===== src/rtl/vport_pkg.sv =====
// Package: shared types for the sync-triggered video output port.
// Assumes: nothing beyond IEEE 1800-2017 enums.
package vport_pkg;
    typedef enum logic [1:0] {
        ST_IDLE = 2'd0,
        ST_WAIT = 2'd1,
        ST_ACT  = 2'd2
    } vport_state_t;
endpackage


===== src/rtl/vport_edge.sv =====
// Module: falling-edge detector for one active-low sync input.
// Assumes: sync input already synchronous to clk; reset value counts as high.
module vport_edge (
    input  logic clk,
    input  logic rst_n,
    input  logic sync_n,
    output logic fall
);
    logic prev_q;

    // Remember the previous sampled level of the sync.
    always_ff @(posedge clk) begin
        if (!rst_n) prev_q <= 1'b1;
        else        prev_q <= sync_n;
    end

    // Falling edge: high last cycle, low now.
    always_comb fall = prev_q & ~sync_n;
endmodule


===== src/rtl/vport_seq.sv =====
// Module: line sequencer. Arms on a frame-sync edge, waits DELAY clocks
// after an accepted line-sync edge, then marks SAMPLES emission cycles.
// Assumes: DELAY >= 1 and SAMPLES >= 1.
module vport_seq
    import vport_pkg::*;
#(
    parameter int DELAY   = 204,
    parameter int SAMPLES = 960
) (
    input  logic clk,
    input  logic rst_n,
    input  logic enable,
    input  logic line_fall,
    input  logic frame_fall,
    output logic emit,
    output logic line_first
);
    localparam int DW = $clog2(DELAY + 1);
    localparam int SW = $clog2(SAMPLES + 1);

    vport_state_t   st;
    logic [DW-1:0]  wcnt;
    logic [SW-1:0]  left;
    logic           armed;

    // Emission strobes derived from the current state.
    always_comb begin
        line_first = (st == ST_WAIT) && (wcnt == '0);
        emit       = line_first || (st == ST_ACT);
    end

    // State, wait counter, sample counter and arming.
    always_ff @(posedge clk) begin
        if (!rst_n) begin
            st    <= ST_IDLE;
            wcnt  <= '0;
            left  <= '0;
            armed <= 1'b0;
        end else if (!enable) begin
            st    <= ST_IDLE;
            armed <= 1'b0;
        end else begin
            if (frame_fall) armed <= 1'b1;
            case (st)
                ST_IDLE: begin
                    if (line_fall && armed) begin
                        st   <= ST_WAIT;
                        wcnt <= DW'(DELAY - 1);
                    end
                end
                ST_WAIT: begin
                    if (wcnt == '0) begin
                        left <= SW'(SAMPLES - 1);
                        st   <= (SAMPLES == 1) ? ST_IDLE : ST_ACT;
                    end else begin
                        wcnt <= wcnt - 1'b1;
                    end
                end
                ST_ACT: begin
                    left <= left - 1'b1;
                    if (left == SW'(1)) st <= ST_IDLE;
                end
                default: st <= ST_IDLE;
            endcase
        end
    end
endmodule


===== src/rtl/vport_unpack.sv =====
// Module: splits input words into two samples, low half first, and
// drives the registered sample bus. Repeats the last sample on underrun.
// Assumes: emit/line_first come from vport_seq in the same clock domain.
module vport_unpack #(
    parameter int SAMPLE_W = 8,
    localparam int WORD_W  = 2 * SAMPLE_W
) (
    input  logic                clk,
    input  logic                rst_n,
    input  logic                emit,
    input  logic                line_first,
    input  logic [WORD_W-1:0]   in_data,
    input  logic                in_valid,
    output logic                in_ready,
    output logic [SAMPLE_W-1:0] pix_data,
    output logic                pix_valid,
    output logic                underrun
);
    logic                hi_q;
    logic [SAMPLE_W-1:0] held_q;
    logic                need_word;

    // A new word is needed for the first sample of a line or after a high half.
    always_comb begin
        need_word = line_first || !hi_q;
        in_ready  = emit && need_word;
    end

    // Sample bus, held upper half and underrun strobe.
    always_ff @(posedge clk) begin
        if (!rst_n) begin
            hi_q      <= 1'b0;
            held_q    <= '0;
            pix_data  <= '0;
            pix_valid <= 1'b0;
            underrun  <= 1'b0;
        end else begin
            pix_valid <= emit;
            underrun  <= 1'b0;
            if (!emit) begin
                pix_data <= '0;
                hi_q     <= 1'b0;
            end else if (need_word) begin
                if (in_valid) begin
                    pix_data <= in_data[SAMPLE_W-1:0];
                    held_q   <= in_data[WORD_W-1:SAMPLE_W];
                    hi_q     <= 1'b1;
                end else begin
                    underrun <= 1'b1;
                    hi_q     <= 1'b0;
                end
            end else begin
                pix_data <= held_q;
                hi_q     <= 1'b0;
            end
        end
    end
endmodule


===== src/rtl/vport_top.sv =====
// Module: sync-triggered parallel video output port (top).
// Detects falling edges on both syncs, sequences the delayed active
// window and unpacks 16-bit words onto the 8-bit sample bus.
// Assumes: syncs and stream synchronous to clk; DELAY >= 1.
module vport_top #(
    parameter int DELAY   = 204,
    parameter int SAMPLES = 960
) (
    input  logic        clk,
    input  logic        rst_n,
    input  logic        enable,
    input  logic        line_sync_n,
    input  logic        frame_sync_n,
    input  logic [15:0] in_data,
    input  logic        in_valid,
    output logic        in_ready,
    output logic [7:0]  pix_data,
    output logic        pix_valid,
    output logic        underrun
);
    localparam int NSYNC = 2;

    logic [NSYNC-1:0] sync_n;
    logic [NSYNC-1:0] sync_fall;
    logic             emit;
    logic             line_first;

    // Bundle the syncs: bit 0 line, bit 1 frame.
    always_comb sync_n = {frame_sync_n, line_sync_n};

    // One edge detector per sync input.
    for (genvar g = 0; g < NSYNC; g++) begin : g_edge
        vport_edge u_edge (
            .clk    (clk),
            .rst_n  (rst_n),
            .sync_n (sync_n[g]),
            .fall   (sync_fall[g])
        );
    end

    vport_seq #(.DELAY(DELAY), .SAMPLES(SAMPLES)) u_seq (
        .clk        (clk),
        .rst_n      (rst_n),
        .enable     (enable),
        .line_fall  (sync_fall[0]),
        .frame_fall (sync_fall[1]),
        .emit       (emit),
        .line_first (line_first)
    );

    vport_unpack #(.SAMPLE_W(8)) u_unpack (
        .clk        (clk),
        .rst_n      (rst_n),
        .emit       (emit),
        .line_first (line_first),
        .in_data    (in_data),
        .in_valid   (in_valid),
        .in_ready   (in_ready),
        .pix_data   (pix_data),
        .pix_valid  (pix_valid),
        .underrun   (underrun)
    );
endmodule


===== config.mk =====
export PLATFORM = sky130hd
export DESIGN_NAME = vport_top
export DESIGN_NICKNAME = d
export VERILOG_FILES = /design/src/rtl/vport_pkg.sv /design/src/rtl/vport_edge.sv /design/src/rtl/vport_seq.sv /design/src/rtl/vport_unpack.sv /design/src/rtl/vport_top.sv
export SDC_FILE = /design/constraint.sdc
export NUM_CORES = 1
export LEC_CHECK = 0
export CORE_ASPECT_RATIO = 1.2
export CORE_UTILIZATION = 44
export CTS_BUF_LIST = sky130_fd_sc_hd__clkbuf_4 sky130_fd_sc_hd__clkbuf_8
export CTS_CLUSTER_DIAMETER = 120
export DETAILED_ROUTE_END_ITERATION = 8
export PLACE_DENSITY = 0.68
export SETUP_SLACK_MARGIN = 0.5
export SYNTH_ARGS = -nofsm -noshare
export SYNTH_HDL_FRONTEND = slang
export SYNTH_SLANG_ARGS = --single-unit

===== constraint.sdc =====
create_clock -name clk -period 2.9 [get_ports clk]
set_input_delay 0.29 -clock clk [delete_from_list [all_inputs] [get_ports clk]]
set_output_delay 0.29 -clock clk [all_outputs]
set_load 0.005 [all_outputs]

After elaboration in Yosys (flattened, before gate mapping) --
Index checks and enable logic that the tools add are counted.
Word-level totals: flip-flop bits (word level) 42, input bits 22, word-level logic and storage cells 55
Cells by class: multiplexer cells 13, bitwise gates (word level) 4, equal/unequal tests 8, reduce and logical (&&, ||, !) cells 17, $add $sub $neg 2
Operators with widths (count):
- $mux 8 | 4
- $pmux 10 s2 | 1
- $pmux 8 s2 | 1
- $reduce_and 3->1 | 4
- $eq 10x1->1 const B | 1
- $mux 10 | 1
- $sub 10x1->10 const B | 1
- $logic_not 8->1 | 1
- $ne 2x2->1 const B | 4
- $sub 8x1->8 const B | 1
- $mux 2 | 3
- $pmux 2 s3 | 1
- $reduce_and 2->1 | 2
- $reduce_and 4->1 | 1
- $reduce_bool 2->1 | 2
- $logic_and 1x1->1 | 3
- $and 1x1->1 | 2
- $eq 2x1->1 const B | 1
- $eq 2x2->1 const B | 1
- $logic_not 2->1 | 1
- $logic_or 1x1->1 | 2
- $mux 1 | 2
- $ne 2x1->1 const B | 1
- $not 1->1 | 2
- $logic_not 1->1 | 1

Depth between registers and ports, before layout --
Gate-level depths: netlist (run 1).
depth in word-level cells 5, depth in mapped cells 10

Modules after synthesis --
Synthesis (run 1) repeated with hierarchy kept, for this count alone.
Second synthesis, totals: cell total of the unflattened synthesis 221, area, all modules 2010.7 µm²
By module, submodules not included:
- vport_seq | area each 1158.6 µm², times used 1, cells an instance 135
- vport_unpack | area each 787.0 µm², times used 1, cells an instance 80
- vport_edge | area each 32.5 µm², times used 2, cells an instance 3

Worst setup path before layout (run 1) --
Ideal clock, no wire load.
kind register to register, from register u_seq.wcnt[0], to register u_unpack.held_q[6], buffers on the path 3, required time 2.779 ns, clock period less this slack 2.274 ns, data arrival time 2.152 ns, slack 0.626 ns, cell stages (with the launch flop) 11, setup time 0.121 ns, path through dfxtp_1 -> inv_1 -> ha_1 -> or3b_2 -> or4_4 -> buf_6 -> a21bo_2 -> buf_6 -> buf_6 -> nand3_1 -> o21ai_0
Between the ends: longest elaborated chain between the ends 4, elaborated cells on any way between the ends 5, those cells by class reduce/logical: 5
Ends and longest elaborated chain:
- start: declaration | line vport_seq.sv:22 | logic [DW-1:0] wcnt;
- start signal: assignment | line vport_seq.sv:48 | wcnt <= DW'(DELAY - 1);
- start signal: assignment | line vport_seq.sv:56 | wcnt <= wcnt - 1'b1;
- $logic_not 8->1 (*) | line vport_seq.sv:28 | line_first = (st == ST_WAIT) && (wcnt == '0);
- $logic_and 1x1->1 (*) | line vport_seq.sv:28
- $logic_or 1x1->1, on equally long branches | line vport_unpack.sv:25, vport_seq.sv:29
- $reduce_and 3->1 (no line) (*)
- end signal: assignment | line vport_unpack.sv:46 | held_q <= in_data[WORD_W-1:SAMPLE_W];
- end: declaration | line vport_unpack.sv:20 | logic [SAMPLE_W-1:0] held_q;
Mark *: on every way between the ends. The rest lies on a longest branch, timed or not. A chain may end at the register's enable or synchronous reset.

Worst setup path after layout (run 1) --
from register u_seq.wcnt[2], to output port in_ready
Between the ends: longest elaborated chain between the ends 4, elaborated cells on any way between the ends 5, those cells by class reduce/logical: 5
Ends and longest elaborated chain:
- $logic_not 8->1 (*) | line vport_seq.sv:28
- $logic_and 1x1->1 (*) | line vport_seq.sv:28
- $logic_or 1x1->1, on equally long branches | line vport_seq.sv:29, vport_unpack.sv:25
- $logic_and 1x1->1 (*) | line vport_unpack.sv:26 | in_ready = emit && need_word;
- end: declaration | line vport_top.sv:16 | output logic in_ready,
Marks and branches as above.

==> results of run 1 <==
## Yosys cell counts, drive strengths merged, types with 2 or more instances
cell type	count	share of area [%]
inv	10	2.0
a21bo	2	1.1
nand2	20	4.1
a31oi	2	0.66
a2111oi	2	2.9
a311oi	2	0.92
nor2	19	3.8
xor2	3	1.4
buf	6	3.0
clkbuf	4	0.79
a21oi	17	4.5
nand4	3	0.99
o21ai	9	2.4
nor4	4	1.3
dfxtp	42	44
a211oi	11	4.3
nor3	3	0.79
nand3	12	3.2
mux2i	8	4.2
ha	3	2.0
or4	2	1.2
xnor2	9	4.1
nand2b	2	0.66
## final cells by class
| cell class | instances | area (sq um) | share of cell area [%] |
|---|---|---|---|
| clock buffers | 7 | 90.1 | 3.81 |
| repair buffers | 37 | 360 | 15.3 |
| multi-input cells | 147 | 958 | 40.6 |
| flip-flops and latches | 42 | 843 | 35.7 |
| clock inverters | 1 | 5.00 | 0.212 |
| inverters | 10 | 37.5 | 1.59 |
| well taps | 54 | 67.6 | 2.86 |
## layer usage
layer	vias up	track usage, %
li1	802	-
met1	687	23.1
met2	32	30.7
met3	8	4.87
met4	0	8.40
met5	-	0
## worst max path at each step
stage               slack, ps     startpoint                  to  cells past startpoint
detailed placement        450  u_seq.wcnt[0]            in_ready                      6
global placement          470  u_seq.wcnt[0]            in_ready                      6
finish                    600  u_seq.wcnt[2]            in_ready                      4
floorplan                 630  u_seq.wcnt[0]  u_unpack.held_q[6]                     10
global route              520  u_seq.wcnt[2]            in_ready                      4
CTS                       580  u_seq.wcnt[0]            in_ready                      6
## worst max-delay path, delay by kind of cell (launching register included)
| family | cells | cell delay [ps] |
|---|---|---|
| DFF | 1 | 360 |
| buffers and inverters | 1 | 230 |
| and+or+nand+nor | 3 | 1150 |
## cells by family (layout without fill, tap and decap cells)
kind of cell,count (synthesis),count (layout),share of synthesized area (%)
AOI/OAI and AO/OA,50,50,18.9
xor gates and xnor gates,12,12,5.53
and+or+nand+nor,74,74,19.4
adders and majority gates,3,3,1.98
DFF,42,42,44.2
buffers and inverters,20,55,5.73
muxes,8,8,4.21
## timing repair
item | 4_1_cts | 5_1_grt
setup endpoints to repair | 1 | 11
resized for setup | 6 | 3
endpoints found under the hold margin | 0 | 0
buffers inserted | 2 | 0
pin swaps | 2 | 2
## stage by stage
stage	hold WS [ps]	instances	setup slack, ps	cell area (sq um)	util (%)
finish	466	298	604	2360	58.5
global route	495	298	521	2360	58.5
global placement	448	288	469	2240	55.5
CTS	474	298	577	2350	58.4
floorplan	395	209	626	1900	-
detailed placement	455	288	446	2240	55.5
## power groups by stage
stage                     Sequential (mW)  Combinational [mW]  Clock (mW)
after floorplan                     0.601              0.0508           0
after global placement              0.602              0.0912           0
after detailed placement            0.602              0.0917           0
after CTS                           0.589              0.0942       0.404
after global routing                0.590               0.105       0.429
final                               0.589              0.0936       0.390
## registers in the layout (all words and copies together) (netlist names)
signal / cells
u_seq.left: 10
u_seq.wcnt: 8
u_unpack.held_q: 8
u_unpack.pix_data: 8
g_edge.u_edge.prev_q: 2
u_seq.st: 2
u_seq.armed: 1
u_unpack.hi_q: 1
u_unpack.pix_valid: 1
u_unpack.underrun: 1
==> results.json, run 1 <==
{
  "sw_frac_of_total_pct": 22.1,
  "area_growth_syn_to_layout_pct": 24.3,
  "grt_use_total_pct": 18.9,
  "highest_layer": "met4",
  "final.period_utilization_pct": 79.2,
  "drv_slew": 0,
  "cts-buffers-inserted": 5,
  "antenna_viol_nets_final": 0,
  "route.layer.met1.wl_um": 1730,
  "synthesis.nets": 234,
  "worst_hold_path.endpoint": "u_seq.armed",
  "pwr_density_cell_nw_per_um2": 454,
  "drive_gt1_share_pct": 11.9,
  "clock_tree.root_cell": "sky130_fd_sc_hd__clkbuf_8",
  "postCtsHoldBufs": 0,
  "worst_hold_path_type": "register to register",
  "crit_path_max_cell_delay_ps": 550,
  "ys_types": 40,
  "layout.cells.most_common": "sky130_fd_sc_hd__dfxtp_1",
  "min_from": "g_edge[1].u_edge.prev_q",
  "ctsLongestPathBuffers": 2,
  "met2_length_um": 1750,
  "gp_congestion": 0.853,
  "max_freq_mhz": 435,
  "place.port_buffers": 32,
  "regToRegEndpoint": "u_seq.left[6]",
  "timing_worst_slew_pin_value_ps": 607,
  "floorplan.initialDensity_pct": 47.1,
  "via_count_of_the_first_global_routing_pass": 1483,
  "htree_levels": 2,
  "ios": 33,
  "ff2ff_setup_slack_ps": 640,
  "ir_worst_vdd_mv": 0.343,
  "syn-mean-instance-area_sq_um": 9.09,
  "cell_internal_pwr_mw": 0.836,
  "setup_viol": 0,
  "final_net_count": 268,
  "route.detailed.wl_per_inst_um": 12.5,
  "power.sequential.fraction_pct": 54.9,
  "yosys_warnings": 0,
  "unrepaired_setup_endpoints_after_global_routing": "no",
  "setup.worst_path.end_class": "primary output",
  "most_used_cells_in_the_layout_excluding_fill_and_tap_cells": "sky130_fd_sc_hd__dfxtp_1 (40), sky130_fd_sc_hd__clkdlybuf4s50_1 (31), sky130_fd_sc_hd__nor2_1 (19), sky130_fd_sc_hd__nand2_1 (18), sky130_fd_sc_hd__a21oi_1 (17)",
  "worst_ep_required_time_ps": 2610,
  "clk_pin_slew_worst_paths_ps": 70,
  "slowest_stage": "sky130_fd_sc_hd__or4_4",
  "data_arrival_at_the_endpoint_of_the_critical_path_ps": 2010,
  "synth_edf_count": 0,
  "final.fill_count": 346,
  "grt_start_max_net_pins": 24,
  "timing.reg2reg.worst_path_depth": 6,
  "timing.final.hold_violations": 0,
  "finalClockSkew_ps": 6.45,
  "timing.final.crit_period_ps": 2300,
  "max_cap_viols": 0,
  "tritoncts": "done",
  "vias_per_cell": 5.13,
  "post-route-drc-count": 0,
  "grt_first_pass_wirelength_um": 6440,
  "setup_total_negative_slack_ps": 0,
  "clk_latency_ps": 290,
  "critical_path.reg2reg.startpoint": "u_seq.wcnt[2]",
  "placement_rows": 25,
  "postRouteWirelength_um": 3730,
  "synth_top_flop_cell": "sky130_fd_sc_hd__dfxtp_1",
  "diodes": 0,
  "share_of_async_settable_or_async_resettable_flops_after_synthesis_pct": 0,
  "timing.setup.critical_path_class": "register to primary output",
  "drtPass1Iterations": 4,
  "timing.critical_path.fanout_max": 7,
  "dieArea_sq_um": 4590,
  "fin_total_pwr_mw": 1.07,
  "detailed_place_hpwl_um": 2680,
  "cts.sinks": 42,
  "outcome": "finished clean",
  "num_vias": 1529,
  "p_leak_nw": 0.916,
  "power.switching_mw": 0.237,
  "timing.critical_path.cells": "or4_4 -> or4_4 -> nand2_1 -> dlygate4sd2_1",
  "die_height_um": 74.0,
  "clock_power_share_pct": 36.4,
  "hold_path_depth": 2,
  "number_of_antenna_violations_at_the_first_check_in_global_routing": 0,
  "die_width_um": 62.0,
  "synth_seq_area_share_pct": 44.2,
  "power_frac_comb_pct": 8.7,
  "detailedRoute.firstIterationViolations": 63,
  "slew_headroom_pct": 59.2,
  "mappedNetlistArea_sq_um": 1900,
  "worst_setup_path_start_kind": "register",
  "ys_ff_latch": 42,
  "synthCells": 209,
  "crit_path_frequent_cell": "sky130_fd_sc_hd__or4_4",
  "route.met3.wl_um": 171,
  "core_sq_um": 4040,
  "overall_overflow_remaining_after_global_route": 0
}
(Power assumes the default switching activity.)
==> run 2, diff against run 1 <==
Clock period 2.9 ns to 2.3 ns, I/O delays scaled along.
==> results.json, run 2 (same netlist as run 1, synthesis figures left out) <==
{
  "regToRegEndpoint": "u_seq.left[8]",
  "grt_first_pass_wirelength_um": 6560,
  "fin_total_pwr_mw": 1.32,
  "worst_ep_required_time_ps": 2070,
  "area_growth_syn_to_layout_pct": 36.7,
  "post-route-drc-count": 0,
  "data_arrival_at_the_endpoint_of_the_critical_path_ps": 1990,
  "htree_levels": 2,
  "timing.final.crit_period_ps": 2220,
  "largest_register_ffs": 10,
  "most_used_cells_in_the_layout_excluding_fill_and_tap_cells": "sky130_fd_sc_hd__dfxtp_1 (39), sky130_fd_sc_hd__clkdlybuf4s50_1 (31), sky130_fd_sc_hd__nor2_1 (19), sky130_fd_sc_hd__nand2_1 (17), sky130_fd_sc_hd__a21oi_1 (15)",
  "timing.final.hold_violations": 0,
  "tritoncts": "done",
  "setup.worst_path.start": "u_seq.wcnt[2]",
  "final.fill_count": 331,
  "postCtsHoldBufs": 0,
  "core_sq_um": 4040,
  "detailedRoute.firstIterationViolations": 34,
  "max_cap_viols": 0,
  "detailed_place_hpwl_um": 2800,
  "die_width_um": 62.0,
  "number_of_antenna_violations_at_the_first_check_in_global_routing": 0,
  "cts-buffers-inserted": 5,
  "timing.critical_path.cells": "or4_4 -> or4_4 -> buf_4 -> nand2_1 -> clkbuf_2",
  "p_leak_nw": 1.01,
  "drv_slew": 0,
  "drive_gt1_share_pct": 23.6,
  "critical_path.reg2reg.startpoint": "u_seq.wcnt[2]",
  "vias_per_cell": 5.30,
  "crit_path_max_cell_delay_ps": 540,
  "setup_total_negative_slack_ps": 0,
  "worst_setup_path_start_kind": "register",
  "antenna_viol_nets_final": 0,
  "grt_start_max_net_pins": 23,
  "crit_path_frequent_cell": "sky130_fd_sc_hd__or4_4",
  "pwr_density_cell_nw_per_um2": 507,
  "slew_headroom_pct": 67.6,
  "placement_rows": 25,
  "place.port_buffers": 32,
  "ios": 33,
  "gp_congestion": 0.796,
  "cts.sinks": 42,
  "route.detailed.wl_per_inst_um": 13.6,
  "drtPass1Iterations": 4,
  "registers.top_by_ff_count": "u_seq.left",
  "unrepaired_setup_endpoints_after_global_routing": "yes",
  "ff2ff_setup_slack_ps": 90,
  "diodes": 0,
  "ir_worst_vdd_mv": 0.379,
  "final.period_utilization_pct": 96.5,
  "timing.critical_path.fanout_max": 2,
  "worst_hold_path_type": "register to register",
  "floorplan.initialDensity_pct": 47.1,
  "overall_overflow_remaining_after_global_route": 0,
  "grt_use_total_pct": 19.0,
  "timing.reg2reg.worst_path_depth": 6,
  "setup.worst_path.end_class": "primary output",
  "outcome": "finished clean",
  "die_height_um": 74.0,
  "max_freq_mhz": 450,
  "critical_path.endpoint": "in_ready",
  "timing_worst_slew_pin_value_ps": 486,
  "timing.setup.critical_path_class": "register to primary output",
  "clk_latency_ps": 290,
  "via_count_of_the_first_global_routing_pass": 1536,
  "hold_ws_ps": 468,
  "layout.cells.most_common": "sky130_fd_sc_hd__dfxtp_1",
  "final_net_count": 283,
  "dieArea_sq_um": 4590,
  "ctsLongestPathBuffers": 2,
  "clock_tree.root_cell": "sky130_fd_sc_hd__clkbuf_8",
  "postRouteWirelength_um": 4230,
  "num_vias": 1654,
  "finalClockSkew_ps": 7.45,
  "clk_pin_slew_worst_paths_ps": 80,
  "setup_viol": 0,
  "slowest_stage": "sky130_fd_sc_hd__or4_4"
}
run 2: changes by cell type in the layout (fill, tap and decap cells not counted), sizes merged:
cell,previous run,this run
dlygate4sd2,1,0
nand2,20,21
clkbuf,7,6
clkinv,1,2
buf,5,19
run 2: how the worst min path moves through the flow:
stage / start / to / slack (ps) / cells past startpoint
after floorplan: frame_sync_n / g_edge[1].u_edge.prev_q / 330 / 2
after global placement: g_edge[1].u_edge.prev_q / u_seq.armed / 450 / 2
after detailed placement: u_unpack.held_q[3] / u_unpack.held_q[3] / 460 / 2
after CTS: g_edge[1].u_edge.prev_q / u_seq.armed / 480 / 2
after global routing: u_unpack.held_q[4] / u_unpack.held_q[4] / 500 / 2
final: g_edge[1].u_edge.prev_q / u_seq.armed / 470 / 2
run 2: power by group:
part	total (mW)	switching, mW	leakage, nW	internal, mW
registers	0.742	0.00627	0.341	0.736
clock network	0.442	0.238	0.0438	0.204
logic	0.133	0.0615	0.622	0.0713
run 2: cell type report:
cell class	count	area (sq um)	area share (%)
clock inverters	2	10.0	0.385
clock buffers	5	68.8	2.65
well taps	54	67.6	2.60
flip-flops and latches	42	845	32.5
multi-input cells	148	1080	41.6
repair buffers	51	489	18.8
inverters	10	37.5	1.44
run 2: layer usage:
metal	track usage, %	routed length, um
met2	34.3	2230
met1	21.4	1800
met5	0	0
met4	6.42	40
met3	4.35	162
run 2: per-stage QoR:
stage | utilization (%) | setup slack (ps) | area (sq um) | cells
2_1_floorplan | - | 125 | 1930 | 209
3_5_place_dp | 57.0 | 18.7 | 2300 | 293
5_1_grt | 64.4 | -10.5 | 2600 | 312
3_3_place_gp | 57.0 | 45.4 | 2300 | 293
6_report | 64.4 | 80.1 | 2600 | 312
4_1_cts | 59.6 | 86.1 | 2400 | 302
run 2: critical path, delay by kind of cell (launching register included):
| family | cells | cell delay [ps] |
|---|---|---|
| AND/OR/NAND/NOR | 3 | 1110 |
| flip-flops | 1 | 320 |
| buffers and inverters | 2 | 280 |
run 2: what timing repair did:
| item | 4_1_cts | 5_1_grt |
|---|---|---|
| setup endpoints to repair | 23 | 38 |
| buffers inserted | 2 | 9 |
| hold endpoints to repair | 0 | 0 |
| gates cloned | 0 | 1 |
| gates resized for setup | 4 | 30 |
| pin swaps | 4 | 3 |
==> run 3, diff against run 2 <==
Settings changed: SETUP_SLACK_MARGIN 0.5 to not set.
==> results.json, run 3 (same netlist as run 1, synthesis figures left out) <==
{
  "htree_levels": 2,
  "cts-buffers-inserted": 5,
  "final.period_utilization_pct": 98.0,
  "drv_slew": 0,
  "setup_total_negative_slack_ps": 0,
  "gp_congestion": 0.863,
  "drive_gt1_share_pct": 17.2,
  "detailedRoute.firstIterationViolations": 43,
  "vias_per_cell": 5.22,
  "max_freq_mhz": 444,
  "timing_worst_slew_pin_value_ps": 493,
  "postLayoutSetupSlackWorst_ps": 45.2,
  "stdcell_count": 310,
  "drtPass1Iterations": 4,
  "final_net_count": 280,
  "data_arrival_at_the_endpoint_of_the_critical_path_ps": 2420,
  "detailed_place_hpwl_um": 2710,
  "area_growth_syn_to_layout_pct": 32.8,
  "clk_latency_ps": 300,
  "place.port_buffers": 32,
  "timing.critical_path.fanout_max": 4,
  "route.detailed.wl_per_inst_um": 12.3,
  "number_of_antenna_violations_at_the_first_check_in_global_routing": 0,
  "worst_hold_path_type": "register to register",
  "floorplan.initialDensity_pct": 47.1,
  "largest_register_ffs": 10,
  "clk_pin_slew_worst_paths_ps": 80,
  "timing.final.hold_violations": 0,
  "tritoncts": "done",
  "timing.setup.critical_path_class": "register to register",
  "overall_overflow_remaining_after_global_route": 0,
  "ir_worst_vdd_mv": 0.381,
  "num_vias": 1619,
  "worst_setup_path_start_kind": "register",
  "fin_total_pwr_mw": 1.58,
  "most_used_cells_in_the_layout_excluding_fill_and_tap_cells": "sky130_fd_sc_hd__dfxtp_1 (38), sky130_fd_sc_hd__clkdlybuf4s50_1 (31), sky130_fd_sc_hd__nor2_1 (19), sky130_fd_sc_hd__nand2_1 (18), sky130_fd_sc_hd__a21oi_1 (17)",
  "unrepaired_setup_endpoints_after_global_routing": "yes",
  "post-place-ws_ps": 1.13,
  "setup.worst_path.end_class": "register",
  "antenna_viol_nets_final": 0,
  "via_count_of_the_first_global_routing_pass": 1542,
  "worst_ep_required_time_ps": 2470,
  "registers.top_by_ff_count": "u_seq.left",
  "clock_tree.root_cell": "sky130_fd_sc_hd__clkbuf_8",
  "grt_start_max_net_pins": 23,
  "die_width_um": 62.0,
  "dieArea_sq_um": 4590,
  "grt_use_total_pct": 19.3,
  "grt_first_pass_wirelength_um": 6610,
  "timing.final.crit_period_ps": 2250,
  "cts.sinks": 42,
  "placement_rows": 25,
  "pwr_density_cell_nw_per_um2": 627,
  "setup_viol": 0,
  "p_leak_nw": 0.997,
  "layout.cells.most_common": "sky130_fd_sc_hd__dfxtp_1",
  "post-route-drc-count": 0,
  "postCtsHoldBufs": 0,
  "ctsLongestPathBuffers": 2,
  "slew_headroom_pct": 67.1,
  "max_cap_viols": 0,
  "die_height_um": 74.0,
  "outcome": "finished clean",
  "placedCellCount": 298,
  "ios": 33,
  "postRouteWirelength_um": 3820,
  "final.fill_count": 329,
  "finalClockSkew_ps": 6.77,
  "diodes": 0,
  "core_sq_um": 4040
}
[run 3: path summary, 6_finish.rpt]
| kind | start | to | slack, ps | cells past startpoint |
|---|---|---|---|---|
| hold / removal | u_unpack.held_q[5] | u_unpack.held_q[5] | 470 | 2 |
| setup / recovery | u_seq.wcnt[2] | u_seq.left[8] | 50 | 7 |
| hold reg to reg | u_unpack.held_q[5] | u_unpack.held_q[5] | 470 | 2 |
| setup reg to reg | u_seq.wcnt[2] | u_seq.left[8] | 50 | 7 |
[run 3: timing repair]
item,CTS,global route
setup endpoints to repair,2,20
buffers inserted,3,1
pin swaps,5,4
gates resized for setup,11,6
[run 3: final cells by class]
class                      count  area [sq um]  share of cell area [%]
clock buffer                   6          82.6                    3.27
multi-input combinational    147           980                    38.8
timing repair buffer          49           450                    17.8
sequential                    42           846                    33.5
inverter                      10          37.5                    1.49
tap                           54          67.6                    2.68
clock inverter                 2          60.1                    2.38
[run 3: where the power goes]
group | internal (mW) | switching (mW) | leakage [nW] | total [mW]
Combinational | 0.0698 | 0.0554 | 0.584 | 0.125
Sequential | 0.736 | 0.00581 | 0.341 | 0.742
Clock | 0.463 | 0.252 | 0.0714 | 0.715
[run 3: metal layers]
metal  vias to the layer above  share of wire, %  global-route usage (%)
met5                         -                 0                       0
met4                         0               2.3                    8.89
met3                         9               3.4                    3.30
met2                        34                48                    32.3
met1                       743                47                    23.5
li1                        833                 -                       -
[run 3: worst max-delay path, cell delays in order, from the launching register on]
cell and delay [ps]:
sky130_fd_sc_hd__dfxtp_2 320, sky130_fd_sc_hd__or4_4 540, sky130_fd_sc_hd__or4_4 500, sky130_fd_sc_hd__buf_6 150, sky130_fd_sc_hd__buf_6 110, sky130_fd_sc_hd__a2111oi_4 280
sky130_fd_sc_hd__xnor2_1 150, sky130_fd_sc_hd__a21oi_1 80
[run 3: metrics by stage]
stage	utilization, %	hold WS (ps)	instance area [sq um]
after floorplan	-	335	1900
after global placement	57.4	448	2310
after detailed placement	57.4	456	2310
after CTS	62.1	476	2510
after global routing	62.5	496	2520
final	62.5	473	2520
